### src/rtl/lpm_pkg.sv
package lpm_pkg;

  typedef enum logic [1:0] {
    PWR_OFF    = 2'd0,
    PWR_SETTLE = 2'd1,
    PWR_ON     = 2'd2
  } pwr_state_e;

  // saturating run-length step: clears when run is low, stops at lim
  function automatic int unsigned sat_step(input int unsigned cur,
                                           input int unsigned lim,
                                           input logic run);
    if (!run) return 0;
    if (cur >= lim) return lim;
    return cur + 1;
  endfunction

  // bits needed to hold 0..lim
  function automatic int unsigned cnt_width(input int unsigned lim);
    return (lim < 2) ? 1 : $clog2(lim + 1);
  endfunction

endpackage

### src/rtl/lpm_idle_sync.sv
module lpm_idle_sync #(
  parameter int unsigned N_RX = 5
) (
  input  logic            clk,
  input  logic            rst_n,
  input  logic [N_RX-1:0] idle_raw_i,
  output logic            all_idle_o
);
  logic [N_RX-1:0] meta_q, sync_q;

  for (genvar g = 0; g < N_RX; g++) begin : g_sync
    always_ff @(posedge clk or negedge rst_n) begin
      if (!rst_n) begin
        meta_q[g] <= 1'b1;
        sync_q[g] <= 1'b1;
      end else begin
        meta_q[g] <= idle_raw_i[g];
        sync_q[g] <= meta_q[g];
      end
    end
  end

  assign all_idle_o = &sync_q;
endmodule

### src/rtl/lpm_activity_timer.sv
module lpm_activity_timer #(
  parameter int unsigned STANDBY_CYC  = 5000,
  parameter int unsigned STS_RISE_CYC = 25,
  parameter int unsigned STS_FALL_CYC = 1000
) (
  input  logic clk,
  input  logic rst_n,
  input  logic all_idle_i,
  input  logic shdn_n_i,
  output logic idle_done_o,
  output logic status_o
);
  import lpm_pkg::*;
  localparam int unsigned IW = cnt_width(STANDBY_CYC);
  localparam int unsigned AW = cnt_width(STS_RISE_CYC);

  logic [IW-1:0] idle_cnt_q;
  logic [AW-1:0] act_cnt_q;
  logic          status_q, status_d;
  logic          act_done, fall_done;

  always_ff @(posedge clk or negedge rst_n) begin
    if (!rst_n) begin
      idle_cnt_q <= '0;
      act_cnt_q  <= '0;
      status_q   <= 1'b0;
    end else begin
      idle_cnt_q <= IW'(sat_step(32'(idle_cnt_q), STANDBY_CYC, shdn_n_i & all_idle_i));
      act_cnt_q  <= AW'(sat_step(32'(act_cnt_q), STS_RISE_CYC, shdn_n_i & ~all_idle_i));
      status_q   <= status_d;
    end
  end

  assign act_done    = (act_cnt_q == AW'(STS_RISE_CYC));
  assign fall_done   = (idle_cnt_q >= IW'(STS_FALL_CYC));
  assign idle_done_o = (idle_cnt_q == IW'(STANDBY_CYC));

  always_comb begin
    if (!shdn_n_i)     status_d = 1'b0;
    else if (status_q) status_d = ~fall_done;
    else               status_d = act_done;
  end

  assign status_o = status_q;

  // a rise only follows a full confirmation run of activity
  p_status_rise_r5: assert property (@(posedge clk) disable iff (!rst_n)
    $rose(status_q) |-> $past(act_done));
  // a fall only follows a full quiet run, or shutdown
  p_status_fall_r6: assert property (@(posedge clk) disable iff (!rst_n)
    $fell(status_q) |-> ($past(fall_done) || !$past(shdn_n_i)));
  // shutdown clears status
  p_status_shdn_r1: assert property (@(posedge clk) disable iff (!rst_n)
    !shdn_n_i |=> !status_q);
endmodule

### src/rtl/lpm_power_fsm.sv
module lpm_power_fsm #(
  parameter int unsigned SETTLE_CYC = 10000
) (
  input  logic clk,
  input  logic rst_n,
  input  logic shdn_n_i,
  input  logic online_i,
  input  logic activity_i,
  input  logic idle_done_i,
  output logic pump_on_o,
  output logic drv_on_o
);
  import lpm_pkg::*;
  localparam int unsigned SW = cnt_width(SETTLE_CYC);

  pwr_state_e    state_q, state_d;
  logic [SW-1:0] settle_q, settle_d;
  logic          settle_done, standby_req, wake_req;

  assign settle_done = (settle_q == SW'(SETTLE_CYC - 1));
  assign standby_req = ~online_i & idle_done_i;
  assign wake_req    = online_i | activity_i;

  always_comb begin
    state_d  = state_q;
    settle_d = '0;
    if (!shdn_n_i) begin
      state_d = PWR_OFF;
    end else begin
      case (state_q)
        PWR_OFF:    if (wake_req) state_d = PWR_SETTLE;
        PWR_SETTLE: begin
          settle_d = settle_q + 1'b1;
          if (standby_req)      state_d = PWR_OFF;
          else if (settle_done) state_d = PWR_ON;
        end
        PWR_ON:     if (standby_req) state_d = PWR_OFF;
        default:    state_d = PWR_OFF;
      endcase
    end
  end

  always_ff @(posedge clk or negedge rst_n) begin
    if (!rst_n) begin
      state_q  <= PWR_OFF;
      settle_q <= '0;
    end else begin
      state_q  <= state_d;
      settle_q <= settle_d;
    end
  end

  assign pump_on_o = (state_q != PWR_OFF);
  assign drv_on_o  = (state_q == PWR_ON);

  // shutdown forces the off state
  p_shdn_off_r1: assert property (@(posedge clk) disable iff (!rst_n)
    !shdn_n_i |=> (state_q == PWR_OFF));
  // forced online never drops the supply
  p_forced_on_r2: assert property (@(posedge clk) disable iff (!rst_n)
    (shdn_n_i && online_i && pump_on_o) |=> pump_on_o);
  // supply only drops on timeout in auto mode or on shutdown
  p_standby_timeout_r3: assert property (@(posedge clk) disable iff (!rst_n)
    $fell(pump_on_o) |-> (!$past(shdn_n_i) || ($past(idle_done_i) && !$past(online_i))));
  // a wake request out of standby starts settling
  p_wake_r4: assert property (@(posedge clk) disable iff (!rst_n)
    (state_q == PWR_OFF && shdn_n_i && wake_req) |=> (state_q == PWR_SETTLE));
  // shutdown during settling cancels the wake
  p_cancel_r8: assert property (@(posedge clk) disable iff (!rst_n)
    (state_q == PWR_SETTLE && !shdn_n_i) |=> !drv_on_o);
endmodule

### src/rtl/lpm_io_gate.sv
module lpm_io_gate #(
  parameter int unsigned N_RX    = 5,
  parameter int unsigned N_TX    = 3,
  parameter int unsigned MON_IDX = 1
) (
  input  logic [N_RX-1:0] rx_line_i,
  input  logic            rx_disable_i,
  input  logic [N_TX-1:0] tx_data_i,
  input  logic            drv_on_i,
  output logic [N_RX-1:0] rx_out_o,
  output logic [N_RX-1:0] rx_oe_o,
  output logic            mon_o,
  output logic [N_TX-1:0] tx_out_o,
  output logic [N_TX-1:0] tx_oe_o
);
  for (genvar r = 0; r < N_RX; r++) begin : g_rx
    assign rx_out_o[r] = ~rx_line_i[r];
    assign rx_oe_o[r]  = ~rx_disable_i;
  end

  for (genvar t = 0; t < N_TX; t++) begin : g_tx
    assign tx_out_o[t] = ~tx_data_i[t];
    assign tx_oe_o[t]  = drv_on_i;
  end

  assign mon_o = rx_line_i[MON_IDX];
endmodule

### src/rtl/line_power_ctrl.sv
module line_power_ctrl #(
  parameter int unsigned N_RX         = 5,
  parameter int unsigned N_TX         = 3,
  parameter int unsigned MON_IDX      = 1,
  parameter int unsigned STANDBY_CYC  = 5000,
  parameter int unsigned STS_RISE_CYC = 25,
  parameter int unsigned STS_FALL_CYC = 1000,
  parameter int unsigned SETTLE_CYC   = 10000
) (
  input  logic            clk,
  input  logic            rst_n,
  input  logic [N_RX-1:0] line_idle_i,
  input  logic [N_RX-1:0] rx_line_i,
  input  logic [N_TX-1:0] tx_data_i,
  input  logic            online_i,
  input  logic            shutdown_n_i,
  input  logic            rx_disable_i,
  output logic            pump_en_o,
  output logic [N_TX-1:0] tx_oe_o,
  output logic [N_TX-1:0] tx_out_o,
  output logic            status_o,
  output logic [N_RX-1:0] rx_out_o,
  output logic [N_RX-1:0] rx_oe_o,
  output logic            mon_o
);
  // named internal events
  logic all_idle;
  logic idle_done;
  logic drv_on;

  lpm_idle_sync #(.N_RX(N_RX)) u_sync (
    .clk(clk), .rst_n(rst_n), .idle_raw_i(line_idle_i), .all_idle_o(all_idle));

  lpm_activity_timer #(
    .STANDBY_CYC(STANDBY_CYC), .STS_RISE_CYC(STS_RISE_CYC), .STS_FALL_CYC(STS_FALL_CYC)
  ) u_timer (
    .clk(clk), .rst_n(rst_n), .all_idle_i(all_idle), .shdn_n_i(shutdown_n_i),
    .idle_done_o(idle_done), .status_o(status_o));

  lpm_power_fsm #(.SETTLE_CYC(SETTLE_CYC)) u_fsm (
    .clk(clk), .rst_n(rst_n), .shdn_n_i(shutdown_n_i), .online_i(online_i),
    .activity_i(~all_idle), .idle_done_i(idle_done),
    .pump_on_o(pump_en_o), .drv_on_o(drv_on));

  lpm_io_gate #(.N_RX(N_RX), .N_TX(N_TX), .MON_IDX(MON_IDX)) u_io (
    .rx_line_i(rx_line_i), .rx_disable_i(rx_disable_i), .tx_data_i(tx_data_i),
    .drv_on_i(drv_on), .rx_out_o(rx_out_o), .rx_oe_o(rx_oe_o), .mon_o(mon_o),
    .tx_out_o(tx_out_o), .tx_oe_o(tx_oe_o));

  // shutdown clears every power output
  p_shdn_outputs_r1: assert property (@(posedge clk) disable iff (!rst_n)
    !shutdown_n_i |=> (!pump_en_o && !status_o && tx_oe_o == '0));
  // drivers never come up unless the supply was already on
  p_drv_after_pump_r7: assert property (@(posedge clk) disable iff (!rst_n)
    $rose(tx_oe_o[0]) |-> $past(pump_en_o));
endmodule

### config.mk
export PLATFORM = sky130hd
export DESIGN_NAME = line_power_ctrl
export DESIGN_NICKNAME = d
export VERILOG_FILES = /design/src/rtl/lpm_pkg.sv /design/src/rtl/lpm_idle_sync.sv /design/src/rtl/lpm_activity_timer.sv /design/src/rtl/lpm_power_fsm.sv /design/src/rtl/lpm_io_gate.sv /design/src/rtl/line_power_ctrl.sv
export SDC_FILE = /design/constraint.sdc
export NUM_CORES = 1
export LEC_CHECK = 0
export BUFFER_PORTS_ARGS = -buffer_cell sky130_fd_sc_hd__buf_2
export CAP_MARGIN = 20
export CORE_MARGIN = 2
export CORE_UTILIZATION = 41
export CTS_CLUSTER_DIAMETER = 200
export DETAILED_ROUTE_END_ITERATION = 6
export HOLD_SLACK_MARGIN = 0.12
export PLACE_DENSITY = 0.65
export REMOVE_ABC_BUFFERS = 1
export SETUP_SLACK_MARGIN = 0.5
export SYNTH_ARGS = -nofsm -noshare
export SYNTH_HDL_FRONTEND = slang
export SYNTH_SLANG_ARGS = --single-unit
### constraint.sdc
create_clock -name clk -period 1.6 [get_ports clk]
set_input_delay 0.16 -clock clk [delete_from_list [all_inputs] [get_ports clk]]
set_output_delay 0.16 -clock clk [all_outputs]
set_load 0.1 [all_outputs]
**Word-level counts from Yosys, hierarchy flattened**

Cells that the tools add are included.

- Word-level logic and storage cells: 69
- Input port bits: 18
- Register bits after elaboration: 45
- Output and inout bits: 19

- Muxes and demuxes: 20
- Reduce and logical (&&, ||, !) cells: 4
- Bitwise logic cells: 16
- Eq/ne operators: 8
- Add/sub/neg operators: 3
- Magnitude comparators: 3

Operators with widths:

| kind | count |
|---|---|
| 2-to-1 mux 13 bit | 3 |
| 2-to-1 mux 14 bit | 2 |
| 2-to-1 mux 5 bit | 3 |
| adder 14 x 1 -> 14 bit, second input constant | 1 |
| equality test 14 bit, second input constant | 1 |
| adder 13 x 1 -> 13 bit, second input constant | 1 |
| equality test 13 bit, second input constant | 1 |
| >= comparator 13 x 10 -> 1 bit, second input constant | 1 |
| >= comparator 13 bit, second input constant | 1 |
| inverter 1 bit | 12 |
| 2-to-1 mux 2 bit | 5 |
| 2-to-1 mux 1 bit | 6 |
| != test 3 x 2 -> 1 bit, second input constant | 2 |
| one-hot mux 2 bit (3 select lines) | 1 |
| adder 5 x 1 -> 5 bit, second input constant | 1 |
| equality test 5 bit, second input constant | 1 |
| >= comparator 5 bit, second input constant | 1 |
| AND reduction 5 bit | 1 |
| != test 4 x 2 -> 1 bit, second input constant | 1 |
| bitwise AND 1 bit | 3 |
| AND reduction 3 bit | 1 |
| equality test 2 x 1 -> 1 bit, second input constant | 1 |
| equality test 2 bit, second input constant | 1 |
| logical NOT 2 bit | 1 |
| other kinds (2) | 2 |

**Logic depth before layout (Yosys ltp)**

Gate-level depths: netlist of the first run.

- Word-level depth: 6
- Depth in mapped cells: 6
- Mapped depth without buffers: 5

**Modules after synthesis**

From an unflattened synthesis of the first run, not the netlist that was laid out.

- Cell total of the unflattened synthesis: 211
- Area total of the unflattened synthesis: 2144.6 um^2

By module, submodules not included:

| module | instances | sequential area each (um^2) | area an instance (um^2) | cells an instance |
|---|---|---|---|---|
| lpm_activity_timer | 1 | 475.5 | 964.7 | 97 |
| lpm_power_fsm | 1 | 400.4 | 807.0 | 83 |
| lpm_idle_sync | 1 | 262.8 | 275.3 | 13 |
| lpm_io_gate | 1 | 0.0 | 93.8 | 17 |
| line_power_ctrl | 1 | 0.0 | 3.8 | 1 |

**Worst setup path after synthesis of the first run**

OpenSTA, ideal clock, no wires.

- Kind: reg-to-reg
- Start point: register u_fsm.settle_q[6]
- End point: register u_fsm.state_q[1]
- Path slack: 0.104 ns
- Path buffers: 0
- Data required time: 1.520 ns
- Library setup time: 0.080 ns
- Data arrival time: 1.416 ns
- Period minus slack after synthesis: 1.496 ns
- Cell stages (with the launch flop): 5
- Cells stage by stage: dfrtp_1 or4b_4 nor4_4 a21oi_1 nor3b_2

- Word-level cells in the longest chain between the ends: 3

Ends and longest elaborated chain:

| what | RTL line | text |
|---|---|---|
| start: declaration | lpm_power_fsm.sv:17 | `logic [SW-1:0] settle_q, settle_d;` |
| start signal: assignment | lpm_power_fsm.sv:49 | `settle_q <= settle_d;` |
| equality test 14 bit | lpm_power_fsm.sv:20 | `assign settle_done = (settle_q == SW'(SETTLE_CYC - 1));` |
| != test 4 x 2 -> 1 bit (no line) | n/a |  |
| AND reduction 3 bit (no line) | n/a |  |
| end signal: assignment | lpm_power_fsm.sv:48 | `state_q <= state_d;` |
| end: declaration | lpm_power_fsm.sv:16 | `pwr_state_e state_q, state_d;` |

Every way passes these cells.
A chain may end at the register's enable or synchronous reset.

**Worst setup path after layout of the first run**

Same ends and word-level chain as after synthesis.

==> results of run 1 <==
-- sequential cells by signal, indices dropped and copies added (netlist names) --
| signal | flops |
|---|---|
| u_timer.status_o | 1 |
| u_sync.sync_q | 5 |
| u_timer.idle_cnt_q | 13 |
| u_fsm.settle_q | 14 |
| u_fsm.state_q | 2 |
| u_sync.meta_q | 5 |
| u_timer.act_cnt_q | 5 |
-- power groups by stage --
| stage | logic, mW | registers (mW) | clock network [mW] |
|---|---|---|---|
| floorplan | 0.207 | 1.21 | 0 |
| global placement | 0.298 | 1.21 | 0 |
| detailed placement | 0.301 | 1.21 | 0 |
| CTS | 0.364 | 1.19 | 0.851 |
| global route | 0.399 | 1.20 | 0.912 |
| finish | 0.375 | 1.20 | 0.829 |
-- area by class of cell --
cell class / count / area, um2
Fill cell: 398 / 1920
Sequential cell: 45 / 1150
Multi-Input combinational cell: 132 / 1130
Timing Repair Buffer: 73 / 581
Clock buffer: 6 / 93.8
Tap cell: 70 / 87.6
Inverter: 17 / 63.8
Clock inverter: 2 / 15.0
-- worst register-to-register path, cell delays in order (launching register included) --
cell and delay (ps):
dfrtp_1 390, or4b_4 560, nor4_4 260, a21oi_1 120
nor3b_2 150
-- cells in the final DEF (no fill, tap or decap), drive strengths merged, types with 2 or more instances in the layout --
master        n
a31oi         4
buf          67
nor3b         2
or3           3
nand2        10
or4b          2
nor2         26
and4          2
ha            5
and3          5
clkbuf        6
xnor2        12
a21oi         9
o21ai         4
nand4         7
dlygate4sd3   6
dfstp        10
inv          18
dfrtp        35
nor4          7
nor3          5
nand3         8
xor2          6
-- kinds of logic after synthesis --
kind of cell    synth area share (%)
xor+xnor                        7.42
flops                           53.6
buf+inv                         6.66
simple gates                    21.9
mux                            0.530
fa+ha+maj                       2.95
compound gates                  6.89
-- metal layers --
metal	vias to the layer above	wire length, um
li1	831	-
met1	842	2050
met2	34	2650
met3	12	140
met4	0	132
met5	-	0
-- through the flow --
step / TNS (ps) / utilization [%]
3_3_place_gp: 0 / 47.1
5_1_grt: -8.98 / 61.8
6_report: 0 / 61.8
3_5_place_dp: 0 / 47.1
2_1_floorplan: -19640 / -
4_1_cts: 0 / 58.2
-- worst paths after layout --
path | end | startpoint | cells past startpoint
hold reg to reg | u_sync.sync_q[3] | u_sync.meta_q[3] | 0
setup / recovery | u_fsm.state_q[1] | u_fsm.settle_q[6] | 4
max in group asynchronous | u_fsm.settle_q[7] | rst_n | 3
setup reg to reg | u_fsm.state_q[1] | u_fsm.settle_q[6] | 4
hold / removal | u_fsm.state_q[0] | online_i | 3
min in group asynchronous | u_timer.act_cnt_q[4] | rst_n | 3
-- timing repair --
item                                   4_1_cts  5_1_grt
buffers inserted                            16        6
pin swaps                                   22       15
hold buffers                                 6        0
resized for setup                           64       35
endpoints found under the hold margin       40        0
cloned                                       1        0
setup endpoints to repair                   36       39
==> qor.yml, run 1 <==
grt.overflow.total: 0
crit_path_start_kind: "flop"
grtUsageMet2_pct: 30.4
place_congestion: 0.867
drt_iter0_markers: 86
drive_above_1_share_pct: 54.2
p_switching_mw: 0.713
cp_top_family: "simple AND/OR/NAND/NOR gates"
p_per_area_nw_per_um2: 770
ant_nets: 0
synth_seq_cells: 45
synth_edf_count: 0
period_share_pct: 96.2
final_nets: 297
drt-total-wl_mm: 4.97
io_buffers: 36
max_slew.worst_pin.slew_ps: 556
antennaDiodeCount: 0
fin_hold_ws_ps: 138
die_area_um2: 5770
rsz0062_at_grt: "true"
synth.avg_cell_area_um2: 10.3
cts_tree: "built"
status: "completed"
layout_setup_ws_ps: 60.4
dp_cells: 308
drcViolationCount: 0
track_usage_pct: 17.8
final_area_um2: 3120
power_frac_seq_pct: 49.9
r2r_slack_ps: 60
setup_viol: 0
arrival_ps: 1780
finalCriticalPeriod_ps: 1540
vias: 1719
p_int_mw: 1.69
crit_type: "flop to flop"
async_flop_share_pct: 100
clockBufferDepth: 2
numCtsBuffers: 5
hpwl_mm: 2.70
power_mw: 2.40
critPathSlowestCell: "or4b_4"
hold_viol_final: 0
relSlewSlack_pct: 63.0
yosysMostFrequentCell: "dfrtp_1"
grtUsageMet1_pct: 21.0
irDropWorstVdd_v: 0.000601
start_util_pct: 42.1
die_height_um: 76.0
cts_root_buf: "clkbuf_8"
grt_pass1_vias: 1704
yosysSeqAreaShare_pct: 53.6
grt_max_degree: 46
antenna_found_initial: 0
synthTopCellsByCount: "dfrtp_1 (35), nor2_1 (26), inv_1 (17), xnor2_1 (12)"
grt_pass1_wl_mm: 8.08
hold_class: "input pin to flop"
finalClockSkew_ps: 5.56
fp-row-count: 26
report.final.slew_viol_count: 0
grt-busiest-layer: "met2"
crit_path_max_incr_delay_ps: 560
synth_top_area_cell: "dfrtp_1"
crit_buf_inv: 0
clk_latency_ps: 310
max_freq_ghz: 0.650
cp-end-kind: "flop"
drt_first_pass_iters: 4
ys_warn_count: 0
critPathMaxFanout: 2
crit_path_cell_trace: "or4b_4, nor4_4, a21oi_1, nor3b_2"
crit_required_ps: 1840
clock_sink_count: 45
power_switching_share_pct: 29.7
syn_area_um2: 2120
ys.flop_type: "dfrtp_1"
maxCapViolCount: 0
leakage_nw: 1.35
syn2layout_area_growth_pct: 46.8
pin_count: 37
ys_top_cells_by_area: "dfrtp_1 (41%), dfstp_2 (12%), xnor2_1 (4.9%)"
fp.coreArea_um2: 5040
wl_per_cell_um: 14.4
p_clk_share_pct: 34.5
pwr-share-comb_pct: 15.6
use_met3_pct: 3.81
die_x_um: 76.0
place_ws_ps: 40.2
syn_inst: 206
h-tree-depth: 2
ys_types: 43
place_area_um2: 2370
finalNonFillerCells: 345
synth_top_area_share_pct: 41.2
path_clk_slew_ps: 90
via_per_inst: 4.98
(Power assumes the default switching activity.)
==> run 2: changes to the inputs <==
==> constraint.sdc (replaced) <==
create_clock -name clk -period 1.6 [get_ports clk]
set_input_delay 0.08 -clock clk [delete_from_list [all_inputs] [get_ports clk]]
set_output_delay 0.08 -clock clk [all_outputs]
set_load 0.1 [all_outputs]
==> run 2 against run 1 <==
  * Critical path depth stayed put
  * Power rose by 0.77%
  * First-iteration DRC count up 9.3%
  * Sequential power hardly changed
  * Clock skew up 1.5 ps
  * Non-clock buffer count up 2
  * Global-route usage is 0.46 points higher
  * Clock power is 0.6% higher
==> qor.yml, run 2 (synthesized netlist as in run 1, its figures left out) <==
critPathSlowestCell: "or4b_4"
r2r_slack_ps: 40  # -20 ps
cts_root_buf: "clkbuf_8"
leakage_nw: 1.35  # +0.30%
antenna_found_initial: 0  # unchanged
cts_tree: "built"
place_area_um2: 2370  # unchanged
rsz0062_at_grt: "true"
via_per_inst: 4.98  # about the same
vias: 1729  # +0.58%
finalNonFillerCells: 347  # +0.58%
hp-start: "shutdown_n_i"
hpwl_mm: 2.70  # unchanged
fp.coreArea_um2: 5040  # unchanged
place_ws_ps: 40.2  # unchanged
clock_sink_count: 45  # unchanged
status: "completed"
track_usage_pct: 18.2  # +0.46 points
drt_iter0_markers: 94  # +9.3%
critPathMaxFanout: 2  # unchanged
maxCapViolCount: 0  # unchanged
r2r_cells: 4  # unchanged
ant_nets: 0  # unchanged
drcViolationCount: 0  # unchanged
hold_class: "input pin to flop"
final_area_um2: 3150  # +1.1%
wl_per_cell_um: 14.7  # +1.9%
syn2layout_area_growth_pct: 48.4
antennaDiodeCount: 0  # unchanged
start_util_pct: 42.1  # unchanged
grt_max_degree: 46  # unchanged
die_x_um: 76.0  # unchanged
r2r_start: "u_fsm.settle_q[6]"
clockBufferDepth: 2  # unchanged
setup_viol: 0  # unchanged
finalCriticalPeriod_ps: 1560  # +18.0 ps
layout_setup_ws_ps: 42.4  # -18.0 ps
die_height_um: 76.0  # unchanged
numCtsBuffers: 5  # unchanged
irDropWorstVdd_v: 0.000604  # +0.58%
dp_cells: 308  # unchanged
relSlewSlack_pct: 63.1  # +0.17 points
crit_type: "flop to flop"
io_buffers: 36  # unchanged
hold_viol_final: 0  # unchanged
finalClockSkew_ps: 7.10  # +1.55 ps
fp-row-count: 26  # unchanged
drt-total-wl_mm: 5.09  # +2.5%
max_freq_ghz: 0.642  # -1.2%
drive_above_1_share_pct: 53.8  # -0.39 points
grt_pass1_vias: 1723  # +1.1%
cp_top_family: "simple AND/OR/NAND/NOR gates"
period_share_pct: 97.4  # +1.1 points
fin_tns_setup_ps: 0  # unchanged
die_area_um2: 5770  # unchanged
reg2reg_to: "u_fsm.state_q[1]"
min_delay_path_depth: 3  # unchanged
pin_count: 37  # unchanged
min_to: "u_fsm.state_q[0]"
mostFrequentLayoutCells: "buf_2 (31), dfrtp_1 (26), buf_4 (19), inv_1 (17), nor2_1 (17)"
clk_latency_ps: 310  # about the same
report.final.slew_viol_count: 0  # unchanged
crit_path_max_incr_delay_ps: 560  # about the same
crit_path_start_kind: "flop"
grt_pass1_wl_mm: 8.23  # +1.9%
cp-end-kind: "flop"
h-tree-depth: 2  # unchanged
final_nets: 299  # +0.67%
arrival_ps: 1790  # about the same
drt_first_pass_iters: 4  # unchanged
p_per_area_nw_per_um2: 768  # -0.31%
layout_commonest_cell: "buf_2"
largest_registers: "u_fsm.settle_q: 14 flops, u_timer.idle_cnt_q: 13 flops"
largest-register: "u_fsm.settle_q"
crit_path_cell_trace: "or4b_4, nor4_4, a21oi_1, nor3b_2"
crit_buf_inv: 0  # unchanged
place_congestion: 0.867  # unchanged
grt.overflow.total: 0  # unchanged
largest_reg_flops: 14  # unchanged
max_slew.worst_pin.slew_ps: 553  # -2.52 ps
crit_required_ps: 1830  # about the same
path_clk_slew_ps: 90  # about the same
[run 2: cell count changes in the layout (fill, tap and decap cells not counted), sizes merged]
cell,previous run,this run
buf,67,66
dlygate4sd3,6,9
[run 2: timing repair]
action,4_1_cts,5_1_grt
endpoints found under the setup margin,36,39
hold endpoints to repair,44,0
gates resized for setup,61,40
hold buffers,9,0
pin swaps,20,17
setup buffers,15,6
gates cloned,1,0
[run 2: power by group]
part,total [mW],switching [mW],internal [mW]
logic,0.387,0.272,0.115
registers,1.20,0.0251,1.17
clock network,0.834,0.428,0.406
total,2.42,0.724,1.70
[run 2: metrics by stage]
stage | utilization [%] | hold WS, ps | power (mW)
finish | 62.5 | 160 | 2.42
global route | 62.5 | 179 | 2.53
CTS | 58.4 | 149 | 2.42
detailed placement | 47.1 | 186 | 1.52
global placement | 47.1 | 184 | 1.51
floorplan | - | -216 | 1.42
[run 2: cell type report]
type                    count  area [um2]
repair buffers             75         598
clock buffers               6        93.8
well taps                  70        87.6
multi-input cells         132        1140
flip-flops and latches     45        1150
fillers                   387        1890
clock inverters             2        15.0
inverters                  17        63.8
[run 2: worst max-delay path by stage]
stage / from / to / slack (ps) / depth (start not counted)
6_report: u_fsm.settle_q[6] / u_fsm.state_q[1] / 40 / 4
5_1_grt: u_fsm.settle_q[6] / u_fsm.state_q[1] / -50 / 4
4_1_cts: u_fsm.settle_q[6] / u_fsm.state_q[1] / 70 / 4
3_5_place_dp: u_fsm.settle_q[0] / u_fsm.settle_q[6] / 40 / 4
3_3_place_gp: u_fsm.settle_q[0] / u_fsm.settle_q[6] / 70 / 4
2_1_floorplan: u_fsm.state_q[0] / u_fsm.state_q[1] / -3220 / 3
[run 2: worst min-delay path, cell delays in order]
cell and delay [ps]:
buf_2 140, nand2_2 110, o31ai_1 90
[run 2: per-layer routing]
layer  share of wire, %  up-vias  track usage [%]
met5                  0        -                0
met3                2.8       12             3.81
met1                 41      848             21.3
met4                2.6        0             9.27
li1                   -      833                -
met2                 54       36             31.8
